[src/rtl/tdm_evt_pkg.sv]
package tdm_evt_pkg;
  localparam int NUM_SRC = 8;
  localparam int NUM_CH  = 2;

  localparam int BIT_BUS  = 0;
  localparam int BIT_HALF = 1;
  localparam int BIT_END  = 2;
  localparam int BIT_STEP = 3;
  localparam int BIT_CH0  = 4;
  localparam int BIT_CH1  = 5;
  localparam int BIT_ACT  = 6;
  localparam int BIT_ERR  = 7;

  localparam logic [1:0] ADR_STATUS = 2'd0;
  localparam logic [1:0] ADR_ENABLE = 2'd1;
  localparam logic [1:0] ADR_LENGTH = 2'd2;

  typedef logic [NUM_SRC-1:0] src_vec_t;
endpackage

[src/rtl/tdm_rst_sync.sv]
module tdm_rst_sync (
  input  logic clk,
  input  logic rst_n,
  output logic rst_n_sync
);
  logic stage_q;
  logic out_q;

  always_ff @(posedge clk or negedge rst_n) begin
    if (!rst_n) begin
      stage_q <= 1'b0;
      out_q   <= 1'b0;
    end else begin
      stage_q <= 1'b1;
      out_q   <= stage_q;
    end
  end

  assign rst_n_sync = out_q;
endmodule

[src/rtl/tdm_bufptr_track.sv]
module tdm_bufptr_track #(
  parameter int PTR_W = 8
) (
  input  logic             clk,
  input  logic             rst_n,
  input  logic             step,
  input  logic             len_wr,
  input  logic [PTR_W-1:0] len_wdata,
  output logic [PTR_W-1:0] ptr_o,
  output logic [PTR_W-1:0] len_o,
  output logic             step_evt,
  output logic             half_evt,
  output logic             end_evt
);
  localparam logic [PTR_W-1:0] ONE = {{(PTR_W-1){1'b0}}, 1'b1};

  logic [PTR_W-1:0] ptr_q, ptr_d;
  logic [PTR_W-1:0] len_q, len_d;
  logic [PTR_W-1:0] last_pos;
  logic [PTR_W-1:0] ptr_inc;
  logic             at_last;
  logic             adv;

  always_comb begin
    last_pos = len_q - ONE;
    ptr_inc  = ptr_q + ONE;
    at_last  = (ptr_q == last_pos);
    adv      = step && !len_wr;
    len_d    = len_wr ? len_wdata : len_q;
    if (len_wr)       ptr_d = '0;
    else if (step)    ptr_d = at_last ? '0 : ptr_inc;
    else              ptr_d = ptr_q;
    step_evt = step;
    half_evt = adv && !at_last && (ptr_inc == (len_q >> 1));
    end_evt  = adv && !at_last && (ptr_inc == last_pos);
  end

  always_ff @(posedge clk or negedge rst_n) begin
    if (!rst_n) begin
      ptr_q <= '0;
      len_q <= '1;
    end else begin
      ptr_q <= ptr_d;
      len_q <= len_d;
    end
  end

  assign ptr_o = ptr_q;
  assign len_o = len_q;
endmodule

[src/rtl/tdm_hold_track.sv]
module tdm_hold_track (
  input  logic clk,
  input  logic rst_n,
  input  logic rx_fill,
  input  logic rx_take,
  input  logic tx_drain,
  input  logic tx_load,
  output logic ready_evt,
  output logic err_evt
);
  logic rx_full_q, rx_full_d;
  logic tx_pend_q, tx_pend_d;
  logic overrun, underrun;

  always_comb begin
    if (rx_fill)      rx_full_d = 1'b1;
    else if (rx_take) rx_full_d = 1'b0;
    else              rx_full_d = rx_full_q;

    if (tx_drain)     tx_pend_d = 1'b0;
    else if (tx_load) tx_pend_d = 1'b1;
    else              tx_pend_d = tx_pend_q;

    overrun   = rx_fill && rx_full_q && !rx_take;
    underrun  = tx_drain && !tx_pend_q && !tx_load;
    ready_evt = rx_fill;
    err_evt   = overrun || underrun;
  end

  always_ff @(posedge clk or negedge rst_n) begin
    if (!rst_n) begin
      rx_full_q <= 1'b0;
      tx_pend_q <= 1'b0;
    end else begin
      rx_full_q <= rx_full_d;
      tx_pend_q <= tx_pend_d;
    end
  end
endmodule

[src/rtl/tdm_clk_activity.sv]
module tdm_clk_activity #(
  parameter int WIN = 16
) (
  input  logic clk,
  input  logic rst_n,
  input  logic sclk,
  output logic act_evt
);
  localparam int CW = (WIN > 1) ? $clog2(WIN) : 1;
  localparam logic [CW-1:0] WIN_LAST = CW'(WIN - 1);

  logic [2:0]    sync_q;
  logic [CW-1:0] win_q, win_d;
  logic          seen_q, seen_d;
  logic          edge_hit;
  logic          win_end;

  always_comb begin
    edge_hit = sync_q[2] ^ sync_q[1];
    win_end  = (win_q == WIN_LAST);
    win_d    = win_end ? '0 : win_q + 1'b1;
    seen_d   = win_end ? 1'b0 : (seen_q || edge_hit);
    act_evt  = win_end && (seen_q || edge_hit);
  end

  always_ff @(posedge clk or negedge rst_n) begin
    if (!rst_n) begin
      sync_q <= '0;
      win_q  <= '0;
      seen_q <= 1'b0;
    end else begin
      sync_q <= {sync_q[1:0], sclk};
      win_q  <= win_d;
      seen_q <= seen_d;
    end
  end
endmodule

[src/rtl/tdm_event_irq.sv]
module tdm_event_irq
  import tdm_evt_pkg::*;
#(
  parameter int PTR_W = 8,
  parameter int WIN   = 16
) (
  input  logic       clk,
  input  logic       rst_n,
  input  logic       bus_err,
  input  logic       dma_step,
  input  logic [1:0] rx_fill,
  input  logic [1:0] rx_take,
  input  logic [1:0] tx_drain,
  input  logic [1:0] tx_load,
  input  logic       sclk,
  input  logic [1:0] reg_addr,
  input  logic       reg_wr,
  input  logic       reg_rd,
  input  logic [7:0] reg_wdata,
  output logic [7:0] reg_rdata,
  output logic       reg_rvalid,
  output logic       irq
);
  logic             rst_n_s;
  src_vec_t         status_q, status_d;
  src_vec_t         enable_q, enable_d;
  src_vec_t         set_vec, clr_vec;
  logic [7:0]       rdata_q, rdata_d;
  logic             rvalid_q;
  logic [PTR_W-1:0] ptr_w, len_w;
  logic             len_wr;
  logic             step_evt, half_evt, end_evt, act_evt;
  logic [NUM_CH-1:0] ready_evt, err_evt;

  tdm_rst_sync u_rst (
    .clk        (clk),
    .rst_n      (rst_n),
    .rst_n_sync (rst_n_s)
  );

  assign len_wr = reg_wr && (reg_addr == ADR_LENGTH);

  tdm_bufptr_track #(.PTR_W(PTR_W)) u_ptr (
    .clk       (clk),
    .rst_n     (rst_n_s),
    .step      (dma_step),
    .len_wr    (len_wr),
    .len_wdata (reg_wdata[PTR_W-1:0]),
    .ptr_o     (ptr_w),
    .len_o     (len_w),
    .step_evt  (step_evt),
    .half_evt  (half_evt),
    .end_evt   (end_evt)
  );

  for (genvar c = 0; c < NUM_CH; c++) begin : g_ch
    tdm_hold_track u_hold (
      .clk       (clk),
      .rst_n     (rst_n_s),
      .rx_fill   (rx_fill[c]),
      .rx_take   (rx_take[c]),
      .tx_drain  (tx_drain[c]),
      .tx_load   (tx_load[c]),
      .ready_evt (ready_evt[c]),
      .err_evt   (err_evt[c])
    );
  end

  tdm_clk_activity #(.WIN(WIN)) u_act (
    .clk     (clk),
    .rst_n   (rst_n_s),
    .sclk    (sclk),
    .act_evt (act_evt)
  );

  always_comb begin
    set_vec           = '0;
    set_vec[BIT_BUS]  = bus_err;
    set_vec[BIT_HALF] = half_evt;
    set_vec[BIT_END]  = end_evt;
    set_vec[BIT_STEP] = step_evt;
    set_vec[BIT_CH0]  = ready_evt[0];
    set_vec[BIT_CH1]  = ready_evt[1];
    set_vec[BIT_ACT]  = act_evt;
    set_vec[BIT_ERR]  = |err_evt;

    clr_vec  = (reg_wr && reg_addr == ADR_STATUS) ? reg_wdata : '0;
    status_d = (status_q & ~clr_vec) | set_vec;
    enable_d = (reg_wr && reg_addr == ADR_ENABLE) ? reg_wdata : enable_q;

    unique case (reg_addr)
      ADR_STATUS: rdata_d = status_q;
      ADR_ENABLE: rdata_d = enable_q;
      ADR_LENGTH: rdata_d = 8'(len_w);
      default:    rdata_d = '0;
    endcase
    if (!reg_rd) rdata_d = rdata_q;
  end

  always_ff @(posedge clk or negedge rst_n_s) begin
    if (!rst_n_s) begin
      status_q <= '0;
      enable_q <= '0;
      rdata_q  <= '0;
      rvalid_q <= 1'b0;
    end else begin
      status_q <= status_d;
      enable_q <= enable_d;
      rdata_q  <= rdata_d;
      rvalid_q <= reg_rd;
    end
  end

  assign reg_rdata  = rdata_q;
  assign reg_rvalid = rvalid_q;
  assign irq        = |(status_q & enable_q);
endmodule

[config.mk]
export PLATFORM = sky130hd
export DESIGN_NAME = tdm_event_irq
export DESIGN_NICKNAME = d
export VERILOG_FILES = /design/src/rtl/tdm_evt_pkg.sv /design/src/rtl/tdm_rst_sync.sv /design/src/rtl/tdm_bufptr_track.sv /design/src/rtl/tdm_hold_track.sv /design/src/rtl/tdm_clk_activity.sv /design/src/rtl/tdm_event_irq.sv
export SDC_FILE = /design/constraint.sdc
export NUM_CORES = 1
export LEC_CHECK = 0
export CAP_MARGIN = 20
export CORE_UTILIZATION = 50
export DETAILED_ROUTE_END_ITERATION = 12
export HOLD_SLACK_MARGIN = 0.12
export PLACE_DENSITY = 0.74
export SETUP_SLACK_MARGIN = 0.1
export SLEW_MARGIN = 0
export SYNTH_ARGS = -nofsm -noshare
export SYNTH_HDL_FRONTEND = slang
export SYNTH_HIERARCHICAL = 1
export SYNTH_SLANG_ARGS = --single-unit
[constraint.sdc]
create_clock -name clk -period 1.69 [get_ports clk]
set_input_delay 0.338 -clock clk [delete_from_list [all_inputs] [get_ports clk]]
set_output_delay 0.338 -clock clk [all_outputs]
set_load 0.02 [all_outputs]
# Word-level counts from Yosys, hierarchy flattened
# Cells that the tools add are included.
[word_totals] in_bits=25 regBits=55
[op_classes] eq_ne=6 n_bitwise=5 reduce_logical=35 muxes=15 addsub=3
[op_table] cell="$mux W8" n=4
[op_table] cell="$pmux W8 S3" n=1
[op_table] cell="$and A8 B8 Y8" n=2
[op_table] cell="$eq A8 B8 Y1" n=2
[op_table] cell="$logic_and A1 B1 Y1" n=16
[op_table] cell="$reduce_bool A2 Y1" n=5
[op_table] cell="$mux W1" n=9
[op_table] cell="$add A8 B1 Y8 const B" n=1
[op_table] cell="$eq A8 B7 Y1" n=1
[op_table] cell="$logic_not A1 Y1" n=8
[op_table] cell="$not A8 Y8" n=1
[op_table] cell="$or A8 B8 Y8" n=1
[op_table] cell="$reduce_or A8 Y1" n=1
[op_table] cell="$sub A8 B1 Y8 const B" n=1
[op_table] cell="$add A4 B1 Y4 const B" n=1
[op_table] cell="$eq A4 B4 Y1 const B" n=1
[op_table] cell="$mux W4" n=1
[op_table] cell="$logic_or A1 B1 Y1" n=3
[op_table] cell="$eq A2 B1 Y1 const B" n=1
[op_table] cell="$eq A2 B2 Y1 const B" n=1
[op_table] cell="$logic_not A2 Y1" n=1
[op_table] cell="$reduce_or A2 Y1" n=1
[op_table] cell="$xor A1 B1 Y1" n=1

# Longest topological paths before layout
[logic_depth] word_depth=7 depth_mapped=12 ltp_nobuf=10

# Cells and area by module
# The synthesis kept the hierarchy.
[by_module_without_submodules] mod="tdm_bufptr_track" instances=1 area_per_inst_um2=1425.1 cells_per_inst=149
[by_module_without_submodules] mod="tdm_event_irq" instances=1 area_per_inst_um2=1202.4 cells_per_inst=104
[by_module_without_submodules] mod="tdm_clk_activity" instances=1 area_per_inst_um2=294.0 cells_per_inst=21
[by_module_without_submodules] mod="tdm_hold_track" instances=2 area_per_inst_um2=88.8 cells_per_inst=8
[by_module_without_submodules] mod="tdm_rst_sync" instances=1 area_per_inst_um2=53.8 cells_per_inst=3

# Worst setup path after synthesis
# Ideal clock, no wire load.
[synth_timing] path_type="reg-to-reg" from="register u_ptr.len_q[0] (netlist: u_ptr/len_o[0])" to="register status_q[2]" arrival_ns=2.245 t_required_ns=1.608 setup_slack_ns=-0.637 stages_incl_launch_ff=13 period_less_slack_ns=2.327 setup_ns=0.082 n_path_buf=2 path_cell_list="dfstp_2 inv_1 ha_1 clkbuf_1 o31ai_1 a21oi_1 o21ai_0 nor4_4 and2_4 buf_8 nor4_1 inv_1 a31oi_1"
[synth_between] elab_chain_cells=6 elab_cells_between_ends=7 classes_between="add/sub (1); eq/ne (2); bitwise (1); reduce/logical (3)"
[synth_rtl] item="start, declared" line_no="tdm_bufptr_track.sv:18" source="logic [PTR_W-1:0] len_q, len_d;"
[synth_rtl] item="start signal, assigned" line_no="tdm_bufptr_track.sv:44" source="len_q <= len_d;"
[synth_rtl] item="$sub A8 B1 Y8 *" line_no="tdm_bufptr_track.sv:25" source="last_pos = len_q - ONE;"
[synth_rtl] item="$eq A8 B8 Y1" line_no="tdm_bufptr_track.sv:27" source="at_last = (ptr_q == last_pos);"
[synth_rtl] item="$logic_not A1 Y1" line_no="tdm_bufptr_track.sv:35" source="end_evt = adv && !at_last && (ptr_inc == last_pos);"
[synth_rtl] item="$logic_and A1 B1 Y1" line_no="tdm_bufptr_track.sv:35"
[synth_rtl] item="$logic_and A1 B1 Y1 *" line_no="tdm_bufptr_track.sv:35"
[synth_rtl] item="named net end_evt" line_no="tdm_event_irq.sv:32" source="logic step_evt, half_evt, end_evt, act_evt;"
[synth_rtl] item="$or A8 B8 Y8 *" line_no="tdm_event_irq.sv:88" source="status_d = (status_q & ~clr_vec) | set_vec;"
[synth_rtl] item="named net status_d[2]" line_no="tdm_event_irq.sv:25" source="src_vec_t status_q, status_d;"
[synth_rtl] item="end signal, assigned" line_no="tdm_event_irq.sv:107" source="status_q <= status_d;"
[synth_rtl] item="end, declared" line_no="tdm_event_irq.sv:25"
# The timed path passes the listed nets; every way through them passes the cells marked *.
# A chain may end at the register's enable or synchronous reset.

# Final worst setup path
[layout_timing] from="register u_ptr.len_q[1] (netlist: u_ptr/len_o[1])" to="register status_q[1]"
[layout_between] elab_chain_cells=6 elab_cells_between_ends=7 classes_between="add/sub (1); eq/ne (2); bitwise (1); reduce/logical (3)"
[layout_rtl] item="$sub A8 B1 Y8" line_no="tdm_bufptr_track.sv:25"
[layout_rtl] item="$eq A8 B8 Y1" line_no="tdm_bufptr_track.sv:27"
[layout_rtl] item="$logic_not A1 Y1" line_no="tdm_bufptr_track.sv:34" source="half_evt = adv && !at_last && (ptr_inc == (len_q >> 1));"
[layout_rtl] item="$logic_and A1 B1 Y1" line_no="tdm_bufptr_track.sv:34"
[layout_rtl] item="$logic_and A1 B1 Y1 *" line_no="tdm_bufptr_track.sv:34"
[layout_rtl] item="named net half_evt" line_no="tdm_event_irq.sv:32"
[layout_rtl] item="$or A8 B8 Y8 *" line_no="tdm_event_irq.sv:88"
[layout_rtl] item="named net status_d[1]" line_no="tdm_event_irq.sv:25"
# Marked as above.

==> impl_metrics.py <==
metrics = {
    "run_status": {
        "status": "finished with violations",
        "violations": "setup timing",
    },
    "place": {
        "port_buffers": 34,
        "dp_hpwl_mm": 5.43,
        "place_inst": 429,
        "place_ws_ns": -0.535,
        "dpl_cell_area_sq_um": 3910,
        "gp_congestion": 0.843,
    },
    "synth": {
        "synth_mux_area_share_pct": 8.17,
        "synth_nets": 321,
        "synth.distinct_cells": 63,
        "synth_enable_flop_cells": 0,
        "yosysWarnings": 6,
        "synthesis.area_sq_um": 3150,
        "synth_area_leaders": "dfrtp_1 37%, dfstp_2 6.7%, xnor2_1 6.1%",
        "synth_top_area_share_pct": 37.3,
        "synth_xor_area_share_pct": 11.2,
        "async_reset_ff_share_pct": 100,
        "synth-compound-area-share_pct": 13.4,
        "synth_top_family_by_area": "simple AND/OR/NAND/NOR gates",
        "synth_top_cell_by_area": "dfrtp_1",
        "ys_ff_latch": 55,
        "synth-adder-area-share_pct": 1.19,
        "netlist_instances": 293,
        "ys.flop_type": "dfrtp_1",
        "yosysSeqAreaShare_pct": 44.0,
        "avgSynthCellArea_sq_um": 10.8,
        "synth-simple-area-share_pct": 15.3,
    },
    "critical_path": {
        "cp.required_ns": 1.92,
        "rr_worst_depth": 10,
        "cp_max_fo": 7,
        "startpoint_type": "register",
        "cp.arrival_ns": 2.42,
        "end_kind": "register",
        "critPathKind": "register to register",
    },
    "clock_tree": {
        "cts-root-buf": "clkbuf_8",
        "cts_sinks": 55,
        "htree_levels": 2,
        "numCtsBuffers": 5,
        "clk_latency_ns": 0.32,
        "cts.clk_slew.worst_paths_ns": 0.09,
        "cts_tree": "yes",
        "clock_path_buffers": 2,
    },
    "detailed_routing": {
        "ant_nets": 0,
        "routedWlPerCell_microns": 17.2,
        "routed_wl_mm": 7.60,
        "vias_per_cell": 5.63,
        "vias": 2493,
        "drt_iter0_drc": 143,
        "drc": 0,
        "firstDrtPassIters": 4,
    },
    "timing": {
        "fmax_mhz": 458,
        "final_hold_viol_count": 0,
        "finalCriticalPeriod_ns": 2.18,
        "fin_worst_skew_ns": 0.0125,
        "finalCritPeriodShare_pct": 129,
        "rsz0062_at_grt": "yes",
        "setup_tns_ns": -3.85,
        "fin_ws_ns": -0.493,
        "report.final.setup_viol": 10,
        "finalMaxSlewViolations": 0,
    },
    "job": {
        "maxCapViolations": 0,
    },
    "final_layout": {
        "fin_area_sq_um": 4110,
        "num-nets-final": 396,
        "diodes": 0,
        "ff_latch_area_sq_um": 1390,
        "syn_to_final_growth_pct": 30.3,
        "final_cells": 443,
        "post_route_cells_drive_above_1_share_pct": 33.7,
        "multi_input_area_sq_um": 1660,
        "nFillCells": 453,
    },
    "global_routing": {
        "grt_overflow": 0,
        "grt_use_total_pct": 25.8,
        "first_global_vias": 2617,
        "grt_max_degree": 54,
        "antenna_found_initial": 0,
        "grt_pass1_wl_mm": 12.7,
    },
    "floorplanning": {
        "io_pins": 35,
        "start_util_pct": 52.6,
        "core_sq_um": 5990,
        "die_h_microns": 81.4,
        "die-area_sq_um": 6630,
        "die_w_microns": 81.4,
        "row_count": 28,
    },
    "power_and_ir_drop": {
        "p_leak_uw": 0.00174,
        "vdd_ir_drop_max_v": 0.000657,
        "powerDensity_nw_per_um2": 984,
        "total_power_uw": 4040,
    },
    "min_path": {
        "hold_path.class": "input port to async pin",
    },
}
critical path: stages, from the launching register on:
cell and delay [ns]:
dfstp_2 0.58, inv_2 0.06, ha_4 0.18, buf_4 0.14, nand2_2 0.09, xor2_1 0.19, o211ai_2 0.13, a21oi_2 0.25
o2111a_1 0.29, nor2_1 0.06, a31oi_1 0.14
synth_stat cells, drive strengths merged (2+ instances only):
library cell and instances:
dfrtp 47, inv 23, xnor2 23, nor2 17, mux2 14, buf 13
xor2 13, nand2 12, mux2i 10, a31oi 9, clkbuf 9, dfstp 8
nand4b 8, o221ai 8, o21ai 7, a21oi 6, nor4 6, a211oi 5
nand3 5, a22oi 4, nor3 4, a21o 3, ha 3, nand4 3
a32o 2, and3 2, and4b 2, nand2b 2, nand3b 2, nor3b 2
o31ai 2, or4 2
routing by layer:
layer / track usage (%) / vias up / part of all wire, %
li1: - / 1187 / -
met1: 32.6 / 1222 / 44
met2: 43.4 / 62 / 50
met3: 5.00 / 22 / 3.5
met4: 9.64 / 0 / 2.7
met5: 0 / - / 0
area by class of cell:
type                            count  share of cell area, %
Inverter                           23                   2.10
Timing Repair Buffer               90                   19.3
Sequential cell                    55                   33.8
Clock inverter                      2                  0.396
Tap cell                           75                   2.28
Clock buffer                        5                   1.68
Multi-Input combinational cell    193                   40.5
what timing repair did:
item,4_1_cts,5_1_grt
pin swaps,15,2
endpoints found under the hold margin,0,0
setup buffers,7,0
resized for setup,27,2
endpoints found under the setup margin,20,11
hold buffers,0,0
final timing paths:
kind,startpoint,end,slack (ns)
min reg2reg,u_rst/rst_n_sync,status_q[3],0.26
min in group clk,u_act/sync_q[0],u_act/sync_q[1],0.36
max reg2reg,u_ptr/len_o[1],status_q[1],-0.49
max,u_ptr/len_o[1],status_q[1],-0.49
min,rst_n,u_rst/rst_n_sync,0.18
max in group asynchronous,u_rst/rst_n_sync,u_ptr/len_o[2],1.13
cell families (layout without fill, tap and decap cells):
kind of cell,count (synthesis),in the layout
muxes,24,24
adders and majority gates,3,3
AOI/OAI and AO/OA,54,54
xor gates and xnor gates,37,37
and+or+nand+nor,74,74
other,1,1
buffers and inverters,45,120
DFF,55,55
through the flow:
step	utilization [%]	hold WS, ns
6_report	68.6	0.176
5_1_grt	68.6	0.170
4_1_cts	68.4	0.173
3_5_place_dp	65.3	0.267
3_3_place_gp	65.3	0.261
2_1_floorplan	-	0.0424
placed cells by master (no fill, tap or decap), types with 2 or more instances in the layout:
cell type,instances
buf_4,52
dfrtp_1,46
clkdlybuf4s50_1,24
inv_1,21
xnor2_1,21
nor2_1,15
mux2_2,14
xor2_1,12
nand2_1,11
mux2i_1,10
a31oi_1,9
dlygate4sd2_1,9
nand4b_1,8
o221ai_1,8
dfstp_2,8
clkbuf_8,5
nand3_1,5
o21ai_0,5
a211oi_2,5
a21oi_1,4
a22oi_2,3
nand4_1,3
a21o_1,3
buf_12,3
nor4_4,3
nor3_1,2
nand2b_1,2
nor2_2,2
a32o_1,2
and4b_1,2
inv_2,2
xnor2_2,2
nor4_1,2
a21oi_2,2
nor3_2,2
buf_6,2
registers in the layout, indices dropped and copies added (netlist names), 3 cells and up:
signal        flops
u_ptr/len_o       8
u_ptr/ptr_o       8
u_act/sync_q      3
reg_rdata         8
u_act/win_q       4
status_q          8
enable_q          8
power by group:
part / switching [uW] / internal, uW / leakage (uW)
combinational: 773 / 860 / 0.00105
clock: 441 / 290 / 0.0000406
sequential: 160 / 1520 / 0.000654
total: 1370 / 2670 / 0.00174
No activity file was read; power rests on OpenSTA's default activity.
